[config.mk]
export PLATFORM = sky130hd
export DESIGN_NAME = sar_conv_seq
export DESIGN_NICKNAME = d
export VERILOG_FILES = /design/src/rtl/sar_pkg.sv /design/src/rtl/sar_prescaler.sv /design/src/rtl/sar_cfg_regs.sv /design/src/rtl/sar_approx_core.sv /design/src/rtl/sar_conv_seq.sv
export SDC_FILE = /design/constraint.sdc
export NUM_CORES = 1
export LEC_CHECK = 0
export BUFFER_PORTS_ARGS = -buffer_cell sky130_fd_sc_hd__buf_2
export CORE_UTILIZATION = 40
export DETAILED_ROUTE_END_ITERATION = 6
export MAX_ROUTING_LAYER = met4
export PLACE_DENSITY = 0.69
export SLEW_MARGIN = 20
export SYNTH_ARGS = -nofsm -noshare
export SYNTH_HDL_FRONTEND = slang
export SYNTH_SLANG_ARGS = --single-unit
[constraint.sdc]
create_clock -name clk -period 2.2 [get_ports clk]
set_input_delay 0.33 -clock clk [delete_from_list [all_inputs] [get_ports clk]]
set_output_delay 0.33 -clock clk [all_outputs]
set_load 0.02 [all_outputs]
[src/rtl/sar_pkg.sv]
package sar_pkg;
  typedef enum logic [1:0] {
    ST_IDLE   = 2'd0,
    ST_SAMPLE = 2'd1,
    ST_BITS   = 2'd2
  } sar_state_e;

  localparam int unsigned FLD_EN    = 0;
  localparam int unsigned FLD_REF   = 1;
  localparam int unsigned FLD_START = 2;
  localparam int unsigned FLD_CH_LO = 3;
endpackage

[src/rtl/sar_prescaler.sv]
module sar_prescaler #(
  parameter int unsigned DIV = 8
) (
  input  logic clk,
  input  logic rst_n,
  input  logic clr,
  input  logic run,
  output logic tick
);
  localparam int unsigned CW = (DIV > 1) ? $clog2(DIV) : 1;
  localparam logic [CW-1:0] LAST = CW'(DIV - 1);

  logic [CW-1:0] cnt_q, cnt_n;
  logic          cnt_en;

  assign tick   = run && (cnt_q == LAST);
  assign cnt_en = clr || run;

  always_comb begin
    if (clr)       cnt_n = '0;
    else if (tick) cnt_n = '0;
    else           cnt_n = cnt_q + CW'(1);
  end

  always_ff @(posedge clk or negedge rst_n) begin
    if (!rst_n)      cnt_q <= '0;
    else if (cnt_en) cnt_q <= cnt_n;
  end
endmodule

[src/rtl/sar_cfg_regs.sv]
module sar_cfg_regs
  import sar_pkg::*;
#(
  parameter int unsigned CH_BITS = 2
) (
  input  logic               clk,
  input  logic               rst_n,
  input  logic               reg_we,
  input  logic [CH_BITS+2:0] reg_wdata,
  input  logic               busy,
  output logic [CH_BITS+2:0] reg_rdata,
  output logic [CH_BITS-1:0] mux_sel,
  output logic               ref_sel,
  output logic               go,
  output logic               abort
);
  logic               en_q, ref_q;
  logic [CH_BITS-1:0] ch_q;
  logic [CH_BITS-1:0] mux_q, mux_n;
  logic               refa_q, refa_n;
  logic               app_en;

  logic               w_en, w_ref, w_start;
  logic [CH_BITS-1:0] w_ch;

  assign w_en    = reg_wdata[FLD_EN];
  assign w_ref   = reg_wdata[FLD_REF];
  assign w_start = reg_wdata[FLD_START];
  assign w_ch    = reg_wdata[FLD_CH_LO +: CH_BITS];

  assign go    = reg_we && w_en && w_start && !busy;
  assign abort = reg_we && !w_en && busy;

  always_comb begin
    app_en = 1'b0;
    mux_n  = mux_q;
    refa_n = refa_q;
    if (go) begin
      app_en = 1'b1;
      mux_n  = w_ch;
      refa_n = w_ref;
    end else if (en_q && !busy) begin
      app_en = 1'b1;
      mux_n  = ch_q;
      refa_n = ref_q;
    end
  end

  always_ff @(posedge clk or negedge rst_n) begin
    if (!rst_n) begin
      en_q  <= 1'b0;
      ref_q <= 1'b0;
      ch_q  <= '0;
    end else if (reg_we) begin
      en_q  <= w_en;
      ref_q <= w_ref;
      ch_q  <= w_ch;
    end
  end

  always_ff @(posedge clk or negedge rst_n) begin
    if (!rst_n) begin
      mux_q  <= '0;
      refa_q <= 1'b0;
    end else if (app_en) begin
      mux_q  <= mux_n;
      refa_q <= refa_n;
    end
  end

  assign mux_sel = mux_q;
  assign ref_sel = refa_q;
  assign reg_rdata = {ch_q, busy, ref_q, en_q};
endmodule

[src/rtl/sar_approx_core.sv]
module sar_approx_core
  import sar_pkg::*;
#(
  parameter int unsigned RES_BITS = 10
) (
  input  logic                clk,
  input  logic                rst_n,
  input  logic                go,
  input  logic                abort,
  input  logic                tick,
  input  logic                cmp_in,
  output logic                busy,
  output logic                sh_track,
  output logic [RES_BITS-1:0] dac_code,
  output logic [RES_BITS-1:0] result,
  output logic                done
);
  localparam int unsigned IW = (RES_BITS > 1) ? $clog2(RES_BITS) : 1;
  localparam logic [IW-1:0] TOP_IDX = IW'(RES_BITS - 1);

  sar_state_e          st_q, st_n;
  logic [IW-1:0]       idx_q, idx_n;
  logic [RES_BITS-1:0] acc_q, acc_n;
  logic [RES_BITS-1:0] res_q, res_n;
  logic                done_q, done_n;
  logic [RES_BITS-1:0] bit_mask, trial;
  logic                res_en;

  always_comb begin
    bit_mask = '0;
    for (int i = 0; i < RES_BITS; i++)
      if (idx_q == IW'(i)) bit_mask[i] = 1'b1;
  end

  assign trial = acc_q | bit_mask;

  always_comb begin
    st_n   = st_q;
    idx_n  = idx_q;
    acc_n  = acc_q;
    res_n  = res_q;
    res_en = 1'b0;
    done_n = 1'b0;
    unique case (st_q)
      ST_IDLE: begin
        if (go) begin
          st_n  = ST_SAMPLE;
          acc_n = '0;
        end
      end
      ST_SAMPLE: begin
        if (abort) st_n = ST_IDLE;
        else if (tick) begin
          st_n  = ST_BITS;
          idx_n = TOP_IDX;
        end
      end
      ST_BITS: begin
        if (abort) st_n = ST_IDLE;
        else if (tick) begin
          acc_n = cmp_in ? trial : acc_q;
          if (idx_q == '0) begin
            st_n   = ST_IDLE;
            res_n  = acc_n;
            res_en = 1'b1;
            done_n = 1'b1;
          end else begin
            idx_n = idx_q - IW'(1);
          end
        end
      end
      default: st_n = ST_IDLE;
    endcase
  end

  always_ff @(posedge clk or negedge rst_n) begin
    if (!rst_n) begin
      st_q   <= ST_IDLE;
      idx_q  <= '0;
      acc_q  <= '0;
      done_q <= 1'b0;
    end else begin
      st_q   <= st_n;
      idx_q  <= idx_n;
      acc_q  <= acc_n;
      done_q <= done_n;
    end
  end

  always_ff @(posedge clk or negedge rst_n) begin
    if (!rst_n)      res_q <= '0;
    else if (res_en) res_q <= res_n;
  end

  assign busy     = (st_q != ST_IDLE);
  assign sh_track = (st_q == ST_SAMPLE);
  assign dac_code = (st_q == ST_BITS) ? trial : '0;
  assign result   = res_q;
  assign done     = done_q;
endmodule

[src/rtl/sar_conv_seq.sv]
module sar_conv_seq #(
  parameter int unsigned RES_BITS = 10,
  parameter int unsigned CH_BITS  = 2,
  parameter int unsigned DIV      = 8
) (
  input  logic                clk,
  input  logic                rst_n,
  input  logic                reg_we,
  input  logic [CH_BITS+2:0]  reg_wdata,
  output logic [CH_BITS+2:0]  reg_rdata,
  input  logic                cmp_in,
  output logic [CH_BITS-1:0]  mux_sel,
  output logic                ref_sel,
  output logic                sh_track,
  output logic [RES_BITS-1:0] dac_code,
  output logic [RES_BITS-1:0] result,
  output logic                done
);
  logic busy, go, abort, tick;

  sar_cfg_regs #(.CH_BITS(CH_BITS)) u_cfg (
    .clk(clk), .rst_n(rst_n), .reg_we(reg_we), .reg_wdata(reg_wdata),
    .busy(busy), .reg_rdata(reg_rdata), .mux_sel(mux_sel),
    .ref_sel(ref_sel), .go(go), .abort(abort)
  );

  sar_prescaler #(.DIV(DIV)) u_presc (
    .clk(clk), .rst_n(rst_n), .clr(go), .run(busy), .tick(tick)
  );

  sar_approx_core #(.RES_BITS(RES_BITS)) u_core (
    .clk(clk), .rst_n(rst_n), .go(go), .abort(abort), .tick(tick),
    .cmp_in(cmp_in), .busy(busy), .sh_track(sh_track),
    .dac_code(dac_code), .result(result), .done(done)
  );
endmodule

==> flow_summary.toml <==
[run_status]
run_status = "finished with violations"
failed_checks = "design-rule violations"

[sta]
worst_slew_margin_rel_pct = 45.57
achievable-frequency_mhz = 493.7
setup_slack_ns = 0.1745
layout_worst_path_cycle_share_pct = 92.07
worst_clock_skew_ns = 0.005668
final_hold_viol_count = 0
final.setup.tns_ns = 0
setup_viol_count_final = 0
maxSlewViolCount = 0
tightestPinTransition_ns = 0.8164
period_minus_slack_ns = 2.025
rsz0062_at_grt = "false"

[power]
total_net_switching_power_mw = 0.5599
power_density_nw_per_um2 = 781.5
proportion_of_power_drawn_by_flip_flops_and_latches_pct = 47.4
power_switching_share_pct = 32.23
power_leakage_nw = 1.060
power.ir.vdd_worst_mv = 0.5375
comb_power_share_pct = 25.9
clock_power_share_pct = 26.7
power_report.internal_total_mw = 1.178
power_mw = 1.738

[final_layout]
area_grow_syn2layout_pct = 15.54
layout.cell_area.non_filler_um2 = 2223
antenna_cells_inserted = 0
fraction_of_layout_instances_using_a_drive_strength_above_1_pct = 27.80
finalNetCount = 256

[placed_design]
detailed_place.area_um2 = 2127
buffer_ports.inserted = 38
pre_cts_worst_setup_slack_ns = 0.1895
sum_of_net_half_perimeters_after_detailed_placement_mm = 2.859
gpl.final_weighted_congestion = 0.8985

[logic_synthesis]
yosysSeqAreaShare_pct = 48.11
synthDominantCellAreaShare_pct = 48.11
most_frequent_cell_after_synthesis = "dfrtp_1"
post_synth_instance_area_um2 = 1924
yosys_register_bits = 37
synth-edff-count = 0
ys_dominant_reg_cell = "dfrtp_1"
synth.distinct_cells = 37
synth-async-reset-ratio_pct = 100.0
yosys_warnings = 0
syn-instance-count = 204
biggest_area_contributors_in_the_synthesized_netlist = "dfrtp_1 48%, nor2_1 5.7%, a21oi_1 4.9%, nand2_1 4.5%, a21oi_2 4.1%"
avgSynthCellArea_um2 = 9.433
synth_commonest_cells = "37 x dfrtp_1, 29 x nor2_1, 23 x nand2_1"
area_leader_netlist = "dfrtp_1"
syn_nets = 219

[worst_setup_path]
worst_ep_required_time_ns = 1.87
crit_type = "reg2out"
start_kind = "flip-flop"
critPathMaxFanout = 8
critPathCaptureType = "primary output"
worst-endpoint-arrival_ns = 1.70

[die]
die_y_um = 71.36
design.die.area_um2 = 5092
num_io_pins = 39
placeableCoreArea_um2 = 4474
die-width_um = 71.36
initial_utilization_pct = 43.01
rows = 24

[drt]
postRouteWirelength_mm = 3.870
route.antenna.remaining_nets = 0
wl_per_cell_um = 13.21
first_iter_violations = 79
drt-vias-per-instance = 5.201
drtPass1Iterations = 6
routed-via-count = 1524
drt_drc_violations_left = 3

[grt]
grt_start_max_net_pins = 38
grt_use_total_pct = 17.36
overflow = 0
grt_first_pass_wirelength_mm = 6.768
grt_pass1_vias = 1431
antenna_found_initial = 0

[clocking]
cts_buffers = 5
tritoncts = "done"
root_buffer = "clkbuf_8"
cts-root-to-sink-buffers = 2
clk-insertion-delay-late_ns = 0.28
clock-sinks = 37
path_clk_slew_ns = 0.07
htreeDepth = 2

[min_path]
type_of_the_tightest_min_delay_check = "in2async"

[flow_run]
maximum_capacitance_violations = 0
-- cells in the final DEF, fill, tap and decap left out --
master / count
buf_2: 38
dfrtp_1: 37
nor2_1: 29
nand2_1: 23
a21oi_1: 19
o21ai_0: 14
a21oi_2: 9
clkbuf_8: 6
inv_1: 5
nand3_1: 5
ha_1: 5
nand2b_1: 4
nor2b_1: 4
mux2_2: 4
buf_4: 4
a21o_1: 3
mux2i_1: 3
a31oi_1: 3
nor3_1: 3
and2_1: 2
a22oi_1: 2
o31ai_1: 2
nand3b_1: 2
nor3b_4: 1
nor2_4: 1
nor4b_4: 1
and2_2: 1
o41ai_1: 1
o21bai_1: 1
a22o_1: 1
nor4_1: 1
o22ai_1: 1
nand4_1: 1
or4_1: 1
o211ai_1: 1
or2_2: 1
ha_2: 1
clkbuf_1: 1
-- metal layers --
metal  vias to the layer above  share of wire (%)  GRT usage, %
li1                        772                  -             -
met1                       711                 52         25.29
met2                        39                 43         24.76
met3                         2                4.3         4.079
met4                         0               0.23         3.333
met5                         -                  0             -
-- registers in the layout (all words and copies together) (netlist names) --
| register | cells |
|---|---|
| u_cfg.ch_q | 2 |
| u_cfg.en_q | 1 |
| u_cfg.mux_sel | 2 |
| u_cfg.ref_q | 1 |
| u_cfg.ref_sel | 1 |
| u_core.acc_q | 10 |
| u_core.done | 1 |
| u_core.idx_q | 4 |
| u_core.result | 10 |
| u_core.st_q | 2 |
| u_presc.cnt_q | 3 |
-- path summary, 6_finish.rpt --
path	cells after the start	to	start	slack (ns)
max in group asynchronous	1	u_cfg.ref_q$_DFFE_PN0P_	rst_n	1.54
hold / removal	1	u_core.result[9]$_DFFE_PN0P_	rst_n	0.14
min in group clk	3	u_cfg.mux_sel[1]$_DFFE_PN0P_	reg_wdata[4]	0.28
hold reg to reg	1	u_presc.cnt_q[0]$_DFFE_PN0N_	u_presc.cnt_q[0]$_DFFE_PN0N_	0.50
setup reg to reg	7	u_core.result[3]$_DFFE_PN0P_	u_core.idx_q[0]$_DFFE_PN0P_	0.32
setup / recovery	6	dac_code[0]	u_core.idx_q[0]$_DFFE_PN0P_	0.17
-- power groups by stage --
stage,logic (mW),registers [mW],clock network [mW]
floorplan,0.310,0.852,0
global placement,0.441,0.832,0
detailed placement,0.454,0.835,0
CTS,0.453,0.824,0.483
global route,0.507,0.836,0.505
finish,0.450,0.824,0.464
-- cells by family (layout without fill, tap and decap cells) --
group	count (synthesis)	in the layout	share of synthesized area (%)
AO/OA/AOI/OAI	57	57	18.40
adder cells (fa/ha/maj)	6	6	3.901
AND/OR/NAND/NOR	80	80	20.81
buffers and inverters	17	54	4.876
flip-flops	37	37	48.11
multiplexers	7	7	3.901
-- critical path: stages (launching register included) --
cell	delay, ns
dfrtp_1	0.40
inv_1	0.16
ha_2	0.28
nor3b_4	0.26
nor2_1	0.07
nor2_1	0.08
buf_2	0.17
-- final cells by class --
| class | count | area (µm²) |
|---|---|---|
| well taps | 52 | 65.06 |
| repair buffers | 42 | 220.2 |
| fillers | 435 | 2251 |
| flip-flops and latches | 37 | 925.9 |
| clock buffers | 7 | 86.33 |
| multi-input cells | 150 | 907.1 |
| inverters | 5 | 18.77 |
-- metrics by stage --
step	hold WS, ns	utilization, %	cells
2_1_floorplan	0.03441	-	204
3_3_place_gp	0.4779	47.54	285
3_5_place_dp	0.4758	47.54	285
4_1_cts	0.1734	49.47	292
5_1_grt	0.2186	49.69	293
6_report	0.1434	49.69	293
-- what timing repair did --
| item | in CTS | in global routing |
|---|---|---|
| hold buffers | 0 | 0 |
| gates resized for setup | 0 | 1 |
| setup buffers | 0 | 1 |
| setup endpoints to repair | 0 | 7 |
No activity file was read; power rests on OpenSTA's default activity.
